### config.mk
export PLATFORM = sky130hd
export DESIGN_NAME = uart_rx_err
export DESIGN_NICKNAME = d
export VERILOG_FILES = /design/src/rtl/uart_rx_err.sv
export SDC_FILE = /design/constraint.sdc
export NUM_CORES = 1
export LEC_CHECK = 0
export ABC_AREA = 1
export BUFFER_PORTS_ARGS = -buffer_cell sky130_fd_sc_hd__buf_4
export CAP_MARGIN = 20
export CORE_UTILIZATION = 55
export DETAILED_ROUTE_END_ITERATION = 12
export PLACE_DENSITY = 0.75
export SYNTH_ARGS = -nofsm -noshare
export SYNTH_HDL_FRONTEND = slang
export SYNTH_SLANG_ARGS = --single-unit
### constraint.sdc
create_clock -name clk -period 6.28 [get_ports clk]
set_clock_uncertainty 0.15 [all_clocks]
set_input_delay 1.256 -clock clk [delete_from_list [all_inputs] [get_ports clk]]
set_output_delay 1.256 -clock clk [all_outputs]
set_load 0.05 [all_outputs]
### src/rtl/uart_rx_err.sv
module uart_rx_err #(
  parameter int DATA_W = 8,
  parameter int OVS    = 16,
  parameter int IDLE_W = 8,
  parameter int CNT_W  = 16,
  parameter int LEN_W  = 8
) (
  input  logic              clk,
  input  logic              rst_n,
  input  logic              tick,
  input  logic              rxd,
  input  logic              par_en,
  input  logic              par_odd,
  input  logic [IDLE_W-1:0] max_idle,
  output logic              out_valid,
  input  logic              out_ready,
  output logic [DATA_W-1:0] out_data,
  output logic              out_par_err,
  output logic              out_frm_err,
  output logic              out_ovr,
  output logic              out_brk,
  output logic              idle_close,
  output logic              brk_irq,
  output logic [CNT_W-1:0]  brk_count,
  output logic [LEN_W-1:0]  brk_len
);

  localparam int PH_W  = $clog2(OVS);
  localparam int BIT_W = $clog2(DATA_W + 1);
  localparam int ENT_W = DATA_W + 4;
  localparam int FT_W  = $clog2((DATA_W + 3) * OVS + 1);
  localparam int BT_W  = LEN_W + PH_W;
  localparam logic [PH_W-1:0] PH_MID  = PH_W'(OVS / 2 - 1);
  localparam logic [PH_W-1:0] PH_LAST = PH_W'(OVS - 1);

  typedef enum logic [2:0] {S_IDLE, S_START, S_DATA, S_PAR, S_STOP, S_BRK, S_HUNT} st_t;

  st_t               state;
  logic [PH_W-1:0]   ph;
  logic [BIT_W-1:0]  bitn;
  logic [DATA_W-1:0] shreg;
  logic              pbit;
  logic [FT_W-1:0]   tcnt;
  logic [IDLE_W-1:0] idle_cnt;
  logic              msg_open;
  logic [BT_W-1:0]   bticks;
  logic [ENT_W-1:0]  mem [2];
  logic [1:0]        cnt;

  wire ph_end    = (ph == PH_LAST);
  wire done      = tick && state == S_STOP && ph_end;
  wire perr      = par_en && rxd && ((^shreg ^ pbit) != par_odd);
  wire brk_char  = !rxd && shreg == '0 && !(par_en && pbit);
  wire idle_char = rxd && !perr && (&shreg);
  wire push      = done && !idle_char;
  wire pop       = out_valid && out_ready;
  wire ovf       = push && cnt == 2'd2 && !pop;
  wire [1:0] wr  = cnt - {1'b0, pop};
  wire [ENT_W-1:0] new_ent = {brk_char, ovf, !rxd, perr, shreg};

  wire [FT_W-1:0] ft_last  = FT_W'((DATA_W + 2) * OVS - 1) + (par_en ? FT_W'(OVS) : '0);
  wire line_idle = tick && state == S_IDLE && rxd && tcnt == ft_last;
  wire idle_inc  = line_idle || (done && idle_char);
  wire [IDLE_W-1:0] idle_nx = idle_cnt + 1'b1;
  wire hit       = idle_inc && max_idle != '0 && idle_nx == max_idle;

  always_ff @(posedge clk) begin
    if (!rst_n) begin
      state <= S_IDLE;
      ph    <= '0;
      bitn  <= '0;
      shreg <= '0;
      pbit  <= 1'b0;
    end else if (tick) begin
      case (state)
        S_IDLE: if (!rxd) begin state <= S_START; ph <= '0; end
        S_START:
          if (ph == PH_MID) begin
            ph    <= '0;
            bitn  <= '0;
            state <= rxd ? S_IDLE : S_DATA;
          end else ph <= ph + 1'b1;
        S_DATA:
          if (ph_end) begin
            ph    <= '0;
            shreg <= {rxd, shreg[DATA_W-1:1]};
            bitn  <= bitn + 1'b1;
            if (bitn == BIT_W'(DATA_W - 1)) state <= par_en ? S_PAR : S_STOP;
          end else ph <= ph + 1'b1;
        S_PAR:
          if (ph_end) begin
            ph    <= '0;
            pbit  <= rxd;
            state <= S_STOP;
          end else ph <= ph + 1'b1;
        S_STOP:
          if (ph_end) begin
            ph    <= '0;
            state <= rxd ? S_IDLE : (brk_char ? S_BRK : S_HUNT);
          end else ph <= ph + 1'b1;
        default: if (rxd) state <= S_IDLE;
      endcase
    end
  end

  always_ff @(posedge clk) begin
    if (!rst_n) begin
      cnt    <= '0;
      mem[0] <= '0;
      mem[1] <= '0;
    end else begin
      if (pop) mem[0] <= mem[1];
      if (push) begin
        if (ovf) mem[1] <= new_ent;
        else     mem[wr[0]] <= new_ent;
      end
      cnt <= cnt + {1'b0, push && !ovf} - {1'b0, pop};
    end
  end

  assign out_valid = (cnt != 2'd0);
  assign {out_brk, out_ovr, out_frm_err, out_par_err, out_data} = mem[0];

  always_ff @(posedge clk) begin
    if (!rst_n) begin
      tcnt       <= '0;
      idle_cnt   <= '0;
      msg_open   <= 1'b0;
      idle_close <= 1'b0;
    end else begin
      if (state != S_IDLE) tcnt <= '0;
      else if (tick && rxd) tcnt <= line_idle ? '0 : tcnt + 1'b1;
      if (push || hit) idle_cnt <= '0;
      else if (idle_inc) idle_cnt <= idle_nx;
      if (hit) msg_open <= 1'b0;
      else if (push) msg_open <= !(perr || !rxd || ovf);
      idle_close <= hit && msg_open;
    end
  end

  always_ff @(posedge clk) begin
    if (!rst_n) begin
      bticks    <= '0;
      brk_irq   <= 1'b0;
      brk_count <= '0;
      brk_len   <= '0;
    end else begin
      brk_irq <= tick && state == S_BRK && rxd;
      if (tick) begin
        if (state == S_IDLE) bticks <= rxd ? '0 : BT_W'(1);
        else if (bticks != '1) bticks <= bticks + 1'b1;
        if (state == S_BRK && rxd) begin
          brk_len   <= bticks[BT_W-1:PH_W];
          brk_count <= brk_count + 1'b1;
        end
      end
    end
  end

  p_fifo_bound_r4: assert property (@(posedge clk) disable iff (!rst_n) cnt <= 2'd2);
  p_hold_r1: assert property (@(posedge clk) disable iff (!rst_n)
    out_valid && !out_ready |=> out_valid && $stable(out_data) && $stable(out_ovr) && $stable(out_frm_err));
  p_frm_nopar_r3: assert property (@(posedge clk) disable iff (!rst_n)
    out_valid && out_frm_err |-> !out_par_err);
  p_brk_zero_r5: assert property (@(posedge clk) disable iff (!rst_n)
    out_valid && out_brk |-> out_data == '0 && out_frm_err);
  p_brk_count_r5: assert property (@(posedge clk) disable iff (!rst_n)
    brk_irq |-> brk_count == $past(brk_count) + 1'b1);
  p_idle_open_r7: assert property (@(posedge clk) disable iff (!rst_n)
    idle_close |-> $past(msg_open) && !msg_open);

endmodule

==> results of run 1 <==
-- worst paths after layout --
path / end / slack (ns) / cells after the start
worst max-delay path: mem[0][5]$_DFFE_PP_ / 2.97 / 14
worst min-delay path: idle_close$_SDFF_PN0_ / 0.31 / 2
worst max register to register: mem[0][5]$_DFFE_PP_ / 3.08 / 15
worst min register to register: idle_close$_SDFF_PN0_ / 0.31 / 2
-- cell usage after synthesis, types with 4 or more instances --
cell,instances
edfxtp_1,24
xor2_1,12
nor2_2,4
nand2_1,150
nand4_1,14
clkbuf_1,8
nor2_4,5
ha_1,15
o21ai_1,6
nand3_2,5
nor3_1,13
a21oi_1,60
buf_2,8
inv_1,98
o211ai_1,4
dfxtp_1,77
nand3_1,51
o21ai_0,48
nor2_1,69
a211oi_1,5
-- critical path, stage by stage --
cell and delay, ns:
buf_4 0.12, inv_1 0.06, nand2_1 0.07, nand2_1 0.07, nand2_1 0.05, nand2_1 0.06
nand2_1 0.04, nand2_1 0.07, nand2_2 0.08, nand3_2 0.10, nand4_1 0.10, nor2_2 0.62
nor2_1 0.10, nand2_1 0.38
-- registers in the layout, indices dropped and copies added (netlist names) --
signal      flops
bitn            4
brk_count      16
brk_irq         1
brk_len         8
bticks         12
cnt             2
idle_close      1
idle_cnt        8
mem            24
msg_open        1
pbit            1
ph              4
shreg           8
state           3
tcnt            8
-- metrics by stage --
stage	cells	instance area (sq um)
detailed placement	845	5620
CTS	861	5840
finish	861	5840
global placement	845	5620
global route	861	5840
floorplan	699	5170
-- layer usage --
layer | vias to the layer above | global-route usage, % | part of all wire (%)
met3 | 14 | 3.97 | 3.4
li1 | 2376 | - | -
met5 | - | 0 | 0
met1 | 2064 | 26.9 | 46
met4 | 0 | 7.46 | 1.5
met2 | 73 | 41.3 | 49
-- cell families (layout without fill, tap and decap cells) --
kind of cell | Yosys count | count (layout) | share of synthesized area (%)
AOI/OAI and AO/OA | 129 | 129 | 13.2
buffers and inverters | 118 | 169 | 8.89
adders and majority gates | 15 | 15 | 3.63
DFF | 101 | 101 | 43.8
xor gates and xnor gates | 13 | 13 | 2.20
and+or+nand+nor | 323 | 323 | 28.3
-- report_power, final --
group          leakage, nW  internal (mW)  switching, mW  total (mW)
combinational         1.44         0.0625          0.158       0.221
clock                0.102          0.211          0.232       0.444
sequential           0.861          0.686         0.0224       0.708
-- final cells by class --
cell class | instances | share of cell area (%)
multi-input combinational | 480 | 41.9
inverter | 100 | 6.47
sequential | 101 | 38.7
timing repair buffer | 53 | 6.82
clock buffer | 11 | 2.61
tap | 111 | 2.38
clock inverter | 5 | 1.07
==> impl_metrics.csv, run 1 <==
group,metric,value,unit
cells_and_area,drive_gt1_share,12.1,%
cells_and_area,fin_util,63.8,%
routing,drt-pass1-iter-count,4,
global_route,gr-total-overflow,0,
yosys,netlist_area,5170,sq um
clocking,cts_root_buf,"clkbuf_8",
routing,ant_nets,0,
place,io_buffer_count,53,
place,place_congestion,0.870,
global_route,grt_use_total,22.6,%
place,pre_cts_slack,2.61,ns
clocking,post-cts-setup-buffers,0,
clocking,clock_sinks,101,
floorplan,num_rows,35,
setup_path,crit_path_start_kind,"input pin",
timing,max_freq,0.302,GHz
setup_path,crit_start,"par_odd",
cells_and_area,diodes,0,
routing,drc_errors,0,
setup_path,cp-end-kind,"flip-flop",
global_route,antenna_found_initial,0,
floorplan,initial_utilization,56.5,%
pwr,p_leak,2.40,nW
yosys,synth_edf_count,24,
timing,fin_setup_tns,0,ns
floorplan,die_h,98.9,microns
yosys,async_reset_ff_share,0,%
timing,rsz0062_at_grt,"false",
timing,setup_viol,0,
yosys,ys.flop_type,"dfxtp_1",
timing,fin_ws,2.97,ns
yosys,ys_ff_latch,101,
yosys,yosysWarnings,0,
timing,fin_crit_sh,52.8,%
yosys,ys_seq_area_share,43.8,%
pwr,p_per_area,235,nW/um^2
setup_path,critPathKind,"in2reg",
pwr,ir_worst_vdd,0.153,mV
yosys,syn-num-nets,729,
yosys,syn_avg_cell_area,7.39,sq um
yosys,ys_top_cells_by_area,"dfxtp_1 (30%), edfxtp_1 (14%), nand2_1 (11%)",
timing,worst_pin_slew,0.830,ns
floorplan,dieArea,9790,sq um
setup_path,path_max_fanout,24,
timing,finalMaxSlewViolations,0,
cells_and_area,area_growth_syn_to_layout,13.0,%
yosys,yosys.area.top_type,"dfxtp_1",
clocking,cts_buffers,9,
routing,wire_per_inst,12.3,microns
hold_path,hold_path_class,"reg2reg",
cells_and_area,multi_input_area,2450,sq um
clocking,cts_buffer_depth,2,
clocking,clkTransAtPathRegs,0.10,ns
timing,fin_crit,3.31,ns
pwr,total_power,1.37,mW
clocking,cts_tree,"yes",
cells_and_area,final_common_cell,"nand2_1",
global_route,grt_max_degree,52,
run,cap_violations,0,
setup_path,required,6.15,ns
hold_path,holdCritStartpoint,"msg_open$_SDFFE_PP0P_",
timing,maxSlewHeadroom,44.6,%
global_route,grt_pass1_wl,18.1,mm
yosys,synth_top_area_share,29.8,%
routing,drt_iter0_markers,165,
floorplan,core,9150,sq um
clocking,cts_hold_buf,0,
cells_and_area,area.sequential,2260,sq um
cells_and_area,nFillCells,800,
routing,vias_per_cell,5.26,
yosys,yosysUniqueCellTypes,37,
yosys,synth_cells,699,
setup_path,arrival,3.19,ns
routing,wl,10.6,mm
routing,num_vias,4527,
cells_and_area,layout_common_cells,"nand2_1 (150), inv_1 (98), dfxtp_1 (77)",
clocking,cts-resized-gates,0,
timing,hold_viol_final,0,
clocking,htreeDepth,3,
outcome,status,"complete, no violations",
setup_path,r2r-start,"shreg[2]$_SDFFE_PN0P_",
floorplan,die_x,98.9,microns
clocking,clk_latency,0.38,ns
global_route,grt_pass1_vias,4326,
cells_and_area,nets,775,
place,post-dp-hpwl,7.75,mm
floorplan,io_pins,54,
timing,holdWs,0.306,ns
(Power assumes the default switching activity.)
==> run 2, diff against run 1 <==
==> constraint.sdc (replaced) <==
create_clock -name clk -period 3.1 [get_ports clk]
set_clock_uncertainty 0.15 [all_clocks]
set_input_delay 0.62 -clock clk [delete_from_list [all_inputs] [get_ports clk]]
set_output_delay 0.62 -clock clk [all_outputs]
set_load 0.05 [all_outputs]
==> run 2 against run 1 <==
Compared with the run above:
- sequential share of layout area is 0.14 points lower
- non-clock buffer count is 6 higher
- design area is 0.36% higher
- final cell count is 0.70% higher
- utilization is 0.23 points higher
- sequential power is 100% higher
- clock power is 83% higher
- first-iteration DRC count is 35% higher
- setup slack worse by 2.7 ns
- combinational power is 100% higher
- clock-buffer cell count is 2 lower
- critical path type is now reg2reg
- largest cell class unchanged
==> impl_metrics.csv, run 2 (synthesis gave the netlist of run 1 again) <==
group,metric,value,unit
floorplan,dieArea,9790,sq um
hold_path,hold_path_depth,2,
setup_path,slowest_delay,0.40,ns
setup_path,crit_path_start_kind,"flip-flop",
pwr,p_leak,2.42,nW
floorplan,io_pins,54,
clocking,clkTransAtPathRegs,0.09,ns
timing,max_freq,0.358,GHz
global_route,gr-total-overflow,0,
hold_path,hold_end,"idle_close$_SDFF_PN0_",
timing,maxSlewHeadroom,60.4,%
routing,drc_errors,0,
clocking,cts_hold_buf,0,
place,dp.cells,851,
setup_path,ff2ff_setup_slack,0.31,ns
clocking,cts-resized-gates,0,
timing,setup_viol,0,
setup_path,required,3.05,ns
clocking,cts_buffers,9,
cells_and_area,final_common_cell,"nand2_1",
pwr,seq_power_share,53.1,%
clocking,clk_latency,0.36,ns
floorplan,die_h,98.9,microns
clocking,htreeDepth,3,
floorplan,die_x,98.9,microns
cells_and_area,fin_area,5860,sq um
place,post-dp-hpwl,7.88,mm
cells_and_area,fin_cells,867,
cells_and_area,fin_util,64.0,%
place,pre_cts_slack,0.275,ns
global_route,antenna_found_initial,0,
pwr,p_per_area,461,nW/um^2
clocking,post-cts-setup-buffers,0,
routing,wire_per_inst,12.3,microns
pwr,switching_share,30.1,%
cells_and_area,largestRegisters,"mem: 24 flops, brk_count: 16 flops, bticks: 12 flops",
hold_path,hold_path_class,"reg2reg",
global_route,grt_pass1_vias,4284,
setup_path,timing.rr.end,"mem[1][11]$_DFFE_PP_",
setup_path,path_cells,"inv_1, ha_1, inv_1, nand2_1, nand2_1, nand2_1, nand2_1, nand2_1, nand2_1, nand2_2, nand3_2, nand3_1, nand2_2, nand2_1, a21boi_0",
setup_path,cp-end-kind,"flip-flop",
pwr,comb_power_share,16.8,%
floorplan,core,9150,sq um
timing,fin_crit,2.79,ns
setup_path,crit_slowest_cell,"dfxtp_1",
timing,hold_viol_final,0,
place,place_congestion,0.889,
outcome,status,"complete, no violations",
setup_path,rr_worst_depth,15,
routing,drt-pass1-iter-count,4,
routing,wl,10.7,mm
global_route,grt_use_total,22.9,%
timing,holdWs,0.306,ns
cells_and_area,top_register,"mem",
timing,finalMaxSlewViolations,0,
clocking,cts_tree,"yes",
clocking,cts_buffer_depth,2,
clocking,cts_root_buf,"clkbuf_8",
cells_and_area,layout_common_cells,"nand2_1 (149), inv_1 (98), dfxtp_1 (77)",
routing,drt_iter0_markers,223,
cells_and_area,area_growth_syn_to_layout,13.4,%
cells_and_area,largest_reg_flops,24,
setup_path,r2r-start,"shreg[5]$_SDFFE_PN0P_",
setup_path,cp_common_cell,"nand2_1",
floorplan,num_rows,35,
routing,num_vias,4605,
global_route,grt_max_degree,32,
clocking,clock_sinks,101,
timing,fin_ws,0.307,ns
pwr,power_switching,0.813,mW
place,place_area,5670,sq um
hold_path,holdCritStartpoint,"msg_open$_SDFFE_PP0P_",
place,io_buffer_count,53,
setup_path,critPathKind,"reg2reg",
timing,rsz0062_at_grt,"false",
timing,worst_pin_slew,0.591,ns
cells_and_area,diodes,0,
timing,fin_crit_sh,90.1,%
cells_and_area,drive_gt1_share,13.0,%
setup_path,arrival,2.74,ns
cells_and_area,nets,781,
pwr,ir_worst_vdd,0.230,mV
global_route,grt_pass1_wl,18.5,mm
pwr,total_power,2.70,mW
pwr,p_int,1.89,mW
setup_path,path_max_fanout,13,
floorplan,initial_utilization,56.5,%
routing,vias_per_cell,5.31,
pwr,pwr-share-clk,30.1,%
routing,ant_nets,0,
run,cap_violations,0,
timing,fin_setup_tns,0,ns
[run 2: critical path: cells and delay by family (launching register included)]
family                   cells  cell delay, ns
adder cells (fa/ha/maj)      1            0.34
flip-flops                   1            0.40
AO/OA/AOI/OAI                1            0.15
buffers and inverters        2            0.18
AND/OR/NAND/NOR             11            1.30
[run 2: how the worst max path moves through the flow]
stage / start / to / slack [ns] / cells past startpoint
3_5_place_dp: shreg[4]$_SDFFE_PN0P_ / mem[1][11]$_DFFE_PP_ / 0.28 / 15
5_1_grt: shreg[2]$_SDFFE_PN0P_ / mem[1][11]$_DFFE_PP_ / 0.06 / 15
6_report: shreg[5]$_SDFFE_PN0P_ / mem[1][11]$_DFFE_PP_ / 0.31 / 15
2_1_floorplan: shreg[2]$_SDFFE_PN0P_ / mem[1][0]$_DFFE_PP_ / 0.56 / 16
4_1_cts: shreg[5]$_SDFFE_PN0P_ / mem[1][11]$_DFFE_PP_ / 0.21 / 15
3_3_place_gp: shreg[6]$_SDFFE_PN0P_ / mem[1][11]$_DFFE_PP_ / 0.44 / 15
[run 2: layout make-up]
type,count,area (sq um)
Inverter,100,378
Multi-Input combinational cell,480,2450
Sequential cell,101,2260
Tap cell,111,139
Clock buffer,9,124
Fill cell,786,3290
Clock inverter,7,65.1
Timing Repair Buffer,59,443
[run 2: power groups by stage]
| stage | clock network (mW) | logic (mW) | registers, mW |
|---|---|---|---|
| 6_report | 0.814 | 0.453 | 1.43 |
| 3_3_place_gp | 0 | 0.438 | 1.46 |
| 3_5_place_dp | 0 | 0.450 | 1.46 |
| 2_1_floorplan | 0 | 0.306 | 1.49 |
| 5_1_grt | 0.881 | 0.507 | 1.44 |
| 4_1_cts | 0.837 | 0.454 | 1.43 |
[run 2: per-layer routing]
metal / GRT usage (%) / vias to the layer above / part of all wire [%]
met4: 7.12 / 0 / 1.5
met3: 2.84 / 13 / 3.7
met1: 29.7 / 2107 / 47
met2: 39.8 / 94 / 48
li1: - / 2391 / -
met5: 0 / - / 0
==> run 3, diff against run 2 <==
--- a/config.mk
+++ b/config.mk
@@ -7,7 +7,7 @@
 export LEC_CHECK = 0
 export ABC_AREA = 1
 export BUFFER_PORTS_ARGS = -buffer_cell sky130_fd_sc_hd__buf_4
-export CAP_MARGIN = 20
+export CORE_MARGIN = 1.5
 export CORE_UTILIZATION = 55
 export DETAILED_ROUTE_END_ITERATION = 12
 export PLACE_DENSITY = 0.75
==> run 3 against run 2 <==
Compared with the run above:
- clock power up 10%
- largest cell class unchanged
- die area up 2.0%
- sequential power about the same
- clock-buffer cell count up 1
- global-route usage down 1.3 points
- sequential share of layout area down 0.19 points
- register-to-register slack about the same
- worst hold slack worse by 0.0025 ns
- final cell count up 0.12%
- setup slack better by 0.0038 ns
- via count up 0.37%
- non-clock buffer count up 1
==> impl_metrics.csv, run 3 (synthesis gave the netlist of run 1 again) <==
group,metric,value,unit
cells_and_area,fin_area,5890,sq um
setup_path,path_max_fanout,12,
floorplan,dieArea,9990,sq um
timing,fin_crit_sh,90.0,%
cells_and_area,layout_common_cells,"nand2_1 (150), inv_1 (98), dfxtp_1 (77)",
global_route,gr-total-overflow,0,
pwr,comb_power_share,16.2,%
floorplan,die_x,99.9,microns
timing,max_freq,0.359,GHz
setup_path,arrival,2.63,ns
pwr,pwr-share-clk,32.2,%
global_route,grt_max_degree,37,
clocking,cts_tree,"yes",
pwr,seq_power_share,51.5,%
routing,wire_per_inst,11.9,microns
timing,fin_setup_tns,0,ns
cells_and_area,largestRegisters,"mem: 24 flops, brk_count: 16 flops, bticks: 12 flops",
hold_path,hold_path_class,"reg2reg",
global_route,antenna_found_initial,0,
routing,drt-pass1-iter-count,5,
timing,setup_viol,0,
routing,vias_per_cell,5.32,
clocking,cts_hold_buf,0,
cells_and_area,area_growth_syn_to_layout,13.9,%
setup_path,required,2.95,ns
clocking,clk_latency,0.35,ns
clocking,cts_buffer_depth,2,
timing,fin_crit,2.79,ns
global_route,grt_pass1_vias,4231,
pwr,p_per_area,472,nW/um^2
pwr,power_switching,0.809,mW
floorplan,die_h,99.9,microns
pwr,ir_worst_vdd,0.265,mV
place,post-dp-hpwl,7.68,mm
floorplan,num_rows,35,
clocking,cts_buffers,9,
floorplan,core,9150,sq um
cells_and_area,final_common_cell,"nand2_1",
clocking,post-cts-setup-buffers,0,
timing,hold_viol_final,0,
routing,drc_errors,0,
cells_and_area,largest_reg_flops,24,
run,cap_violations,0,
timing,worst_pin_slew,0.575,ns
floorplan,io_pins,54,
clocking,clkTransAtPathRegs,0.10,ns
clocking,clock_sinks,101,
routing,ant_nets,0,
routing,drt_iter0_markers,227,
routing,num_vias,4622,
clocking,cts_root_buf,"clkbuf_8",
place,place_area,5680,sq um
clocking,htreeDepth,3,
floorplan,initial_utilization,56.5,%
routing,wl,10.4,mm
clocking,cts-resized-gates,0,
place,place_congestion,0.925,
cells_and_area,drive_gt1_share,12.8,%
timing,finalMaxSlewViolations,0,
cells_and_area,diodes,0,
cells_and_area,nets,782,
pwr,total_power,2.78,mW
cells_and_area,top_register,"mem",
setup_path,crit_path_start_kind,"flip-flop",
pwr,switching_share,29.1,%
place,io_buffer_count,53,
global_route,grt_pass1_wl,18.1,mm
timing,maxSlewHeadroom,61.5,%
pwr,p_int,1.97,mW
setup_path,cp-end-kind,"flip-flop",
outcome,status,"complete, no violations",
pwr,p_leak,2.44,nW
global_route,grt_use_total,21.6,%
timing,rsz0062_at_grt,"false",
setup_path,critPathKind,"reg2reg",
## run 3: changes by cell type in the layout (fill, tap and decap cells not counted)
cell / delta
clkinv_2: -2
buf_4: +1
bufinv_16: +1
clkbuf_1: +1
nand2_1: +1
nand2_2: -1
## run 3: critical path, cell delays in order, from the launching register on
cell,delay [ns]
dfxtp_1,0.39
inv_1,0.09
ha_1,0.34
inv_1,0.09
nand2_1,0.07
nand2_1,0.06
nand2_1,0.05
nand2_1,0.06
nand2_1,0.06
nand2_1,0.08
nand2_2,0.09
nand3_2,0.10
nand2_2,0.09
nor2_2,0.14
nand3_1,0.12
nand3_1,0.44
## run 3: power by group through the flow
| stage | Combinational [mW] | Sequential, mW | Clock, mW |
|---|---|---|---|
| after floorplan | 0.306 | 1.49 | 0 |
| after global placement | 0.437 | 1.46 | 0 |
| after detailed placement | 0.442 | 1.46 | 0 |
| after CTS | 0.446 | 1.43 | 0.913 |
| after global routing | 0.506 | 1.44 | 0.960 |
| final | 0.451 | 1.43 | 0.897 |
## run 3: cell type report
cell class	count	area (sq um)
Sequential cell	101	2260
Clock buffer	10	128
Clock inverter	6	85.1
Timing Repair Buffer	60	450
Multi-Input combinational cell	480	2450
Inverter	100	378
Fill cell	792	3260
Tap cell	111	139
## run 3: per-stage QoR
step                      std cells  utilization, %  setup slack (ns)  hold slack [ns]
after floorplan                 699               -             0.563            0.265
final                           868            64.3             0.311            0.303
after detailed placement        852            62.0             0.384            0.299
after global placement          852            62.0             0.513            0.294
after global routing            868            64.3            0.0941            0.341
after CTS                       868            64.3             0.357            0.310
## run 3: routing by layer
metal | share of wire (%) | up-vias | routed length, microns | global-route usage (%)
met4 | 1.2 | 0 | 120 | 6.83
met2 | 48 | 106 | 4980 | 37.5
met5 | 0 | - | 0 | 0
met1 | 47 | 2105 | 4860 | 27.9
li1 | - | 2399 | - | -
met3 | 4.0 | 12 | 410 | 2.99
## run 3: path summary, 6_finish.rpt
path,startpoint,endpoint,slack (ns),cells past startpoint
setup reg to reg,shreg[6]$_SDFFE_PN0P_,mem[1][9]$_DFFE_PP_,0.31,15
hold reg to reg,msg_open$_SDFFE_PP0P_,idle_close$_SDFF_PN0_,0.30,2
hold / removal,msg_open$_SDFFE_PP0P_,idle_close$_SDFF_PN0_,0.30,2
setup / recovery,shreg[6]$_SDFFE_PN0P_,mem[1][9]$_DFFE_PP_,0.31,15
